$ cat src/rtl/tla_pkg.sv
package tla_pkg;
   typedef enum logic {
      OWN_FREE = 1'b0,
      OWN_HELD = 1'b1
   } own_state_e;

   localparam int unsigned TLA_MAX_MST = 32;
endpackage

$ cat src/rtl/tla_prio_pick.sv
// Fixed-priority picker, lowest index wins. The variant is chosen by parameter.
module tla_prio_pick #(
   parameter int unsigned N         = 4,
   parameter bit          USE_CHAIN = 1'b1
) (
   input  logic [N-1:0] req,
   output logic [N-1:0] pick,
   output logic         any
);
   assign any = |req;

   generate
      if (USE_CHAIN) begin : g_chain
         // ripple of "someone below already won"
         logic [N:0] seen;
         assign seen[0] = 1'b0;
         for (genvar i = 0; i < N; i++) begin : g_bit
            assign pick[i]   = req[i] & ~seen[i];
            assign seen[i+1] = seen[i] | req[i];
         end
      end else begin : g_twos
         // isolate lowest set bit with two's complement
         logic [N-1:0] neg;
         assign neg  = ~req + {{(N-1){1'b0}}, 1'b1};
         assign pick = req & neg;
      end
   endgenerate
endmodule

$ cat src/rtl/tla_owner_match.sv
// Qualifies the per-master end and lock strobes by the current owner.
module tla_owner_match #(
   parameter int unsigned N = 4
) (
   input  logic [N-1:0] owner,
   input  logic [N-1:0] done_v,
   input  logic [N-1:0] lock_v,
   output logic         end_hit,
   output logic         lock_hit
);
   logic [N-1:0] end_sel;
   logic [N-1:0] lock_sel;

   generate
      for (genvar i = 0; i < N; i++) begin : g_m
         assign end_sel[i]  = owner[i] & done_v[i];
         assign lock_sel[i] = end_sel[i] & lock_v[i];
      end
   endgenerate

   assign end_hit  = |end_sel;
   assign lock_hit = |lock_sel;
endmodule

$ cat src/rtl/tla_owner_reg.sv
// Holds the current owner and whether the target is taken.
module tla_owner_reg
   import tla_pkg::*;
#(
   parameter int unsigned N = 4
) (
   input  logic         clk,
   input  logic         rst_n,
   input  logic         arb_open,
   input  logic [N-1:0] pick,
   input  logic         any,
   output logic [N-1:0] owner,
   output own_state_e   state
);
   always_ff @(posedge clk or negedge rst_n) begin
      if (!rst_n) begin
         owner <= '0;
         state <= OWN_FREE;
      end else if (arb_open) begin
         if (any) begin
            owner <= pick;
            state <= OWN_HELD;
         end else begin
            owner <= '0;
            state <= OWN_FREE;
         end
      end
   end
endmodule

$ cat src/rtl/tgt_lock_arbiter.sv
module tgt_lock_arbiter
   import tla_pkg::*;
#(
   parameter int unsigned N_MST      = 4,
   parameter bit          PICK_CHAIN = 1'b1
) (
   input  logic             clk,
   input  logic             rst_n,
   input  logic [N_MST-1:0] req_i,
   input  logic [N_MST-1:0] lock_i,
   input  logic [N_MST-1:0] done_i,
   output logic [N_MST-1:0] gnt_o,
   output logic             gnt_vld_o
);
   generate
      if (N_MST < 2 || N_MST > TLA_MAX_MST) begin : g_bad_n
         $error("tgt_lock_arbiter: N_MST out of range");
      end
   endgenerate

   logic [N_MST-1:0] pick;
   logic             any_req;
   logic [N_MST-1:0] owner;
   own_state_e       state;
   logic             end_hit;
   logic             lock_hit;
   logic             arb_open;

   tla_prio_pick #(.N(N_MST), .USE_CHAIN(PICK_CHAIN)) u_pick (
      .req  (req_i),
      .pick (pick),
      .any  (any_req)
   );

   tla_owner_match #(.N(N_MST)) u_match (
      .owner    (owner),
      .done_v   (done_i),
      .lock_v   (lock_i),
      .end_hit  (end_hit),
      .lock_hit (lock_hit)
   );

   // free target, or owner ending without lock
   assign arb_open = (state == OWN_FREE) | (end_hit & ~lock_hit);

   tla_owner_reg #(.N(N_MST)) u_own (
      .clk      (clk),
      .rst_n    (rst_n),
      .arb_open (arb_open),
      .pick     (pick),
      .any      (any_req),
      .owner    (owner),
      .state    (state)
   );

   assign gnt_o     = owner;
   assign gnt_vld_o = (state == OWN_HELD);
endmodule

$ cat config.mk
export PLATFORM = sky130hd
export DESIGN_NAME = tgt_lock_arbiter
export DESIGN_NICKNAME = d
export VERILOG_FILES = /design/src/rtl/tla_pkg.sv /design/src/rtl/tla_prio_pick.sv /design/src/rtl/tla_owner_match.sv /design/src/rtl/tla_owner_reg.sv /design/src/rtl/tgt_lock_arbiter.sv
export SDC_FILE = /design/constraint.sdc
export NUM_CORES = 1
export LEC_CHECK = 0
export CORE_AREA = 2 2 39 41
export DETAILED_ROUTE_END_ITERATION = 16
export DIE_AREA = 0 0 41 43
export SYNTH_ARGS = -nofsm -noshare
export SYNTH_HDL_FRONTEND = slang
export SYNTH_SLANG_ARGS = --single-unit
$ cat constraint.sdc
create_clock -name clk -period 2.3 [get_ports clk]
set_clock_uncertainty 0.2 [all_clocks]
set_input_delay 0.46 -clock clk [delete_from_list [all_inputs] [get_ports clk]]
set_output_delay 0.46 -clock clk [all_outputs]
set_load 0.01 [all_outputs]
== After elaboration in Yosys (flattened, before gate mapping) ==
Cells that the tools add are included.

* Register bits: 5
* Bits in latches: 0
* RAM bits: 0
* Memory bits (read-only): 0
* Bits of input ports: 14
* Output and inout port bits: 5
* Word-level logic and storage cells: 27
* Memories: 0

* Add/subtract/negate cells: 0
* $mul: 0
* Divide/modulo/power cells: 0
* Magnitude comparators: 0
* Equality and inequality tests: 0
* Shift operators: 0
* Mux-type cells: 2
* Bitwise gates (word level): 20
* Reductions and logical operators: 3

{| class="wikitable"
|+ Operators by type and width
! operator !! number
|-
| $and A1 B1 Y1 || 12
|-
| $reduce_or A4 Y1 || 3
|-
| $not A1 Y1 || 5
|-
| $mux W4 || 1
|-
| $or A1 B1 Y1 || 3
|-
| $mux W1 || 1
|}

== Logic depth before layout (Yosys ltp) ==
* Depth in word-level cells: 6
* Mapped depth: 4
* Depth with buffers taken out: 4

== Modules after synthesis ==
Synthesis repeated with hierarchy kept, for this count alone.

* Cells, all modules: 34
* Area total of the unflattened synthesis: 301.5 um^2

{| class="wikitable"
|+ By module, submodules not included
! module !! instances !! cells an instance !! area an instance (um^2) !! seq. area each (um^2)
|-
| tla_owner_reg || 1 || 19 || 206.4 || 125.1
|-
| tla_owner_match || 1 || 8 || 45.0 || 0.0
|-
| tla_prio_pick || 1 || 5 || 37.5 || 0.0
|-
| tgt_lock_arbiter || 1 || 2 || 12.5 || 0.0
|}

== Worst setup path before layout ==
Ideal clock, no wire load.

* Path type: input -> register
* From: input port lock_i[3]
* To: register u_own.owner[0]
* Library setup time: 128 ps
* Arrival time: 1,196 ps
* Slack: 776 ps
* Stages on the path: 4
* Path buffers: 0
* Cells stage by stage: nand3_1 -> nand4_1 -> o21ai_2 -> mux2_1

* Word-level cells in the longest chain between the ends: 5

{| class="wikitable"
|+ RTL lines
! element !! RTL line !! source
|-
| start: declaration || tgt_lock_arbiter.sv:10 || <nowiki>input logic [N_MST-1:0] lock_i,</nowiki>
|-
| $and A1 B1 Y1 || tla_owner_match.sv:17 || <nowiki>assign lock_sel[i] = end_sel[i] & lock_v[i];</nowiki>
|-
| $reduce_or A4 Y1 || tla_owner_match.sv:22 || <nowiki>assign lock_hit = |lock_sel;</nowiki>
|-
| $not A1 Y1 || tgt_lock_arbiter.sv:44 || <nowiki>assign arb_open = (state == OWN_FREE) | (end_hit & ~lock_hit);</nowiki>
|-
| $and A1 B1 Y1 || tgt_lock_arbiter.sv:44 ||
|-
| $or A1 B1 Y1 || tgt_lock_arbiter.sv:44 ||
|-
| end signal: assignment || tla_owner_reg.sv:21 || <nowiki>owner <= pick;</nowiki>
|-
| end: declaration || tla_owner_reg.sv:12 || <nowiki>output logic [N-1:0] owner,</nowiki>
|}

No other way between the ends.
A chain may end at the register's enable or synchronous reset.

== Final worst setup path ==
* From: register u_own.owner[2]
* To: output port gnt_o[2]

{| class="wikitable"
|+ RTL lines
! element !! RTL line !! source
|-
| end: declaration || tgt_lock_arbiter.sv:12 || <nowiki>output logic [N_MST-1:0] gnt_o,</nowiki>
|}

No word-level cell between the ends.

==> impl_metrics.tcl <==
set metrics [dict create \
    p_int_mw 0.304 \
    antenna_found_initial 0 \
    slew_viol_final 0 \
    reg2reg_slack_ns 0.75 \
    port_buffers 18 \
    core-area_sq_mm 0.00138 \
    pre_cts_ws_ns 0.258 \
    grt.total_usage 0.0860 \
    dr_total_vias 265 \
    p_per_area_mw_per_mm2 904 \
    hp-class "input port to asynchronous set/reset pin" \
    worstMarginPinSlew_ns 0.283 \
    die-width_um 41 \
    grt_pass1_vias 237 \
    yosysWarnings 0 \
    cp-end-kind "output port" \
    critical_path_depth 1 \
    ant_nets 0 \
    relSlewSlack 0.809 \
    netlist_instances 23 \
    clock_latency_ns 0.24 \
    r2r-end "u_own.owner[3]" \
    drt-wirelength-per-cell_um 10.2 \
    cts_resized 0 \
    holdWs_ns 0.231 \
    post-route-period-util 0.798 \
    grt_start_max_net_pins 6 \
    cts_buffer_depth 2 \
    mostFrequentLayoutCells "clkdlybuf4s50_1 (18), dfrtp_1 (5), nand3_1 (4), mux2_1 (4), clkbuf_4 (3)" \
    cts_root_buf "clkbuf_4" \
    routed_via_density 4.34 \
    dr.pass1.iters 2 \
    switching_share 0.311 \
    place_area_sq_um 462 \
    cts_tree "yes" \
    drt_iter0_drc 4 \
    num_io_pins 19 \
    seq_power_share 0.336 \
    crit_buf_inv 1 \
    hold_buffers 0 \
    postCtsSetupBuffers 0 \
    arrival_ns 1.17 \
    p_leak_nw 0.192 \
    grt_overflow 0 \
    pwr-share-comb 0.436 \
    endpoint "gnt_o[2]" \
    power_mw 0.441 \
    rr_worst_depth 4 \
    setup_viol 0 \
    postLayoutSetupSlackWorst_ns 0.465 \
    ys_ff_latch 5 \
    slowest_delay_ns 0.55 \
    cts.sinks 5 \
    h-tree-depth 1 \
    max-cap-violations 0 \
    ys_types 12 \
    register_area_sq_um 125 \
    ys_seq_area_frac 0.478 \
    fin_area_sq_um 488 \
    num_rows 14 \
    numCtsBuffers 3 \
    final_nets 60 \
    timing.setup.tns_ns 0 \
    worstReg2RegStart "u_own.owner[3]" \
    p_sw_mw 0.137 \
    rsz0062_at_grt "no" \
    status "finished clean" \
    multiInputGateArea_sq_um 136 \
    crit_family "buffers and inverters" \
    dp_hpwl_um 487 \
    die_area_sq_mm 0.00176 \
    path_clk_slew_ns 0.04 \
    cp-startpoint "u_own.owner[2]" \
    die_h_um 43 \
    synthesis.area_sq_um 262 \
    clockPowerShare 0.228 \
    irDropWorstVdd_uv 285 \
    slowest_stage "clkdlybuf4s50_1" \
    synth_fp_nets 37 \
    drc 0 \
    cp_max_fo 4 \
    critPathKind "flop to output port" \
    area_growth_pct 86.6 \
    grt_pass1_wl_um 910 \
    gp_congestion 0.701 \
    avgSynthCellArea_sq_um 11.4 \
    final-hold-violation-count 0 \
    required_ns 1.64 \
    fmax_ghz 0.545 \
    fillers 155 \
    final_common_cell "clkdlybuf4s50_1" \
    diodes 0 \
    routed_wl_um 625 \
    crit_path_cell_trace "clkdlybuf4s50_1" \
    start_util 0.189 \
    drive_gt1_frac 0.111 \
    start_kind "flop" \
    period_needed_ns 1.83 \
]
==> flip-flops by register name, indices dropped and copies added (netlist names) <==
register     count
u_own.owner      4
u_own.state      1
==> per-stage QoR <==
stage / utilization / cells
2_1_floorplan: - / 23
3_3_place_gp: 0.334 / 57
4_1_cts: 0.353 / 61
3_5_place_dp: 0.334 / 57
6_report: 0.353 / 61
5_1_grt: 0.353 / 61
==> power by group through the flow <==
stage,Sequential (mW),Clock (mW),Combinational (mW)
2_1_floorplan,0.157,0,0.0862
5_1_grt,0.154,0.113,0.211
3_3_place_gp,0.151,0,0.196
6_report,0.148,0.100,0.193
3_5_place_dp,0.152,0,0.195
4_1_cts,0.150,0.107,0.196
==> Yosys cell counts <==
master / number / area (sq um)
nor4b_1: 1 / 8.76
nor3b_1: 1 / 7.51
nor2_2: 1 / 6.26
nand3_1: 4 / 20.0
nor4_1: 1 / 6.26
nand4_1: 1 / 6.26
dfrtp_1: 5 / 125
o21ai_2: 1 / 8.76
nor2b_1: 1 / 6.26
a22o_1: 2 / 17.5
mux2_1: 4 / 45.0
nand2_1: 1 / 3.75
==> how the worst min path moves through the flow <==
stage,start,to,slack [ns]
floorplan,rst_n,u_own.owner[0],-0.04
global placement,u_own.owner[3],u_own.owner[3],0.33
detailed placement,u_own.owner[3],u_own.owner[3],0.35
CTS,rst_n,u_own.owner[2],0.23
global route,rst_n,u_own.owner[2],0.23
finish,rst_n,u_own.owner[2],0.23
==> final cells by class <==
| class | instances | area share |
|---|---|---|
| repair buffers | 18 | 0.369 |
| multi-input cells | 18 | 0.279 |
| flip-flops and latches | 5 | 0.256 |
| clock buffers | 4 | 0.0538 |
| well taps | 16 | 0.0410 |
==> per-layer routing <==
layer / global-route usage / share of wire
met5: 0 / 0
met4: 0.100 / 0
met3: 0.0471 / 0.11
met2: 0.0969 / 0.44
met1: 0.0990 / 0.45
==> cell families (layout without fill, tap and decap cells) <==
family / Yosys count / after routing / synth area share
simple gates: 11 / 11 / 0.249
flops: 5 / 5 / 0.478
mux: 4 / 4 / 0.172
compound gates: 3 / 3 / 0.100
buf+inv: 0 / 22 / 0
No activity file was read; power rests on OpenSTA's default activity.
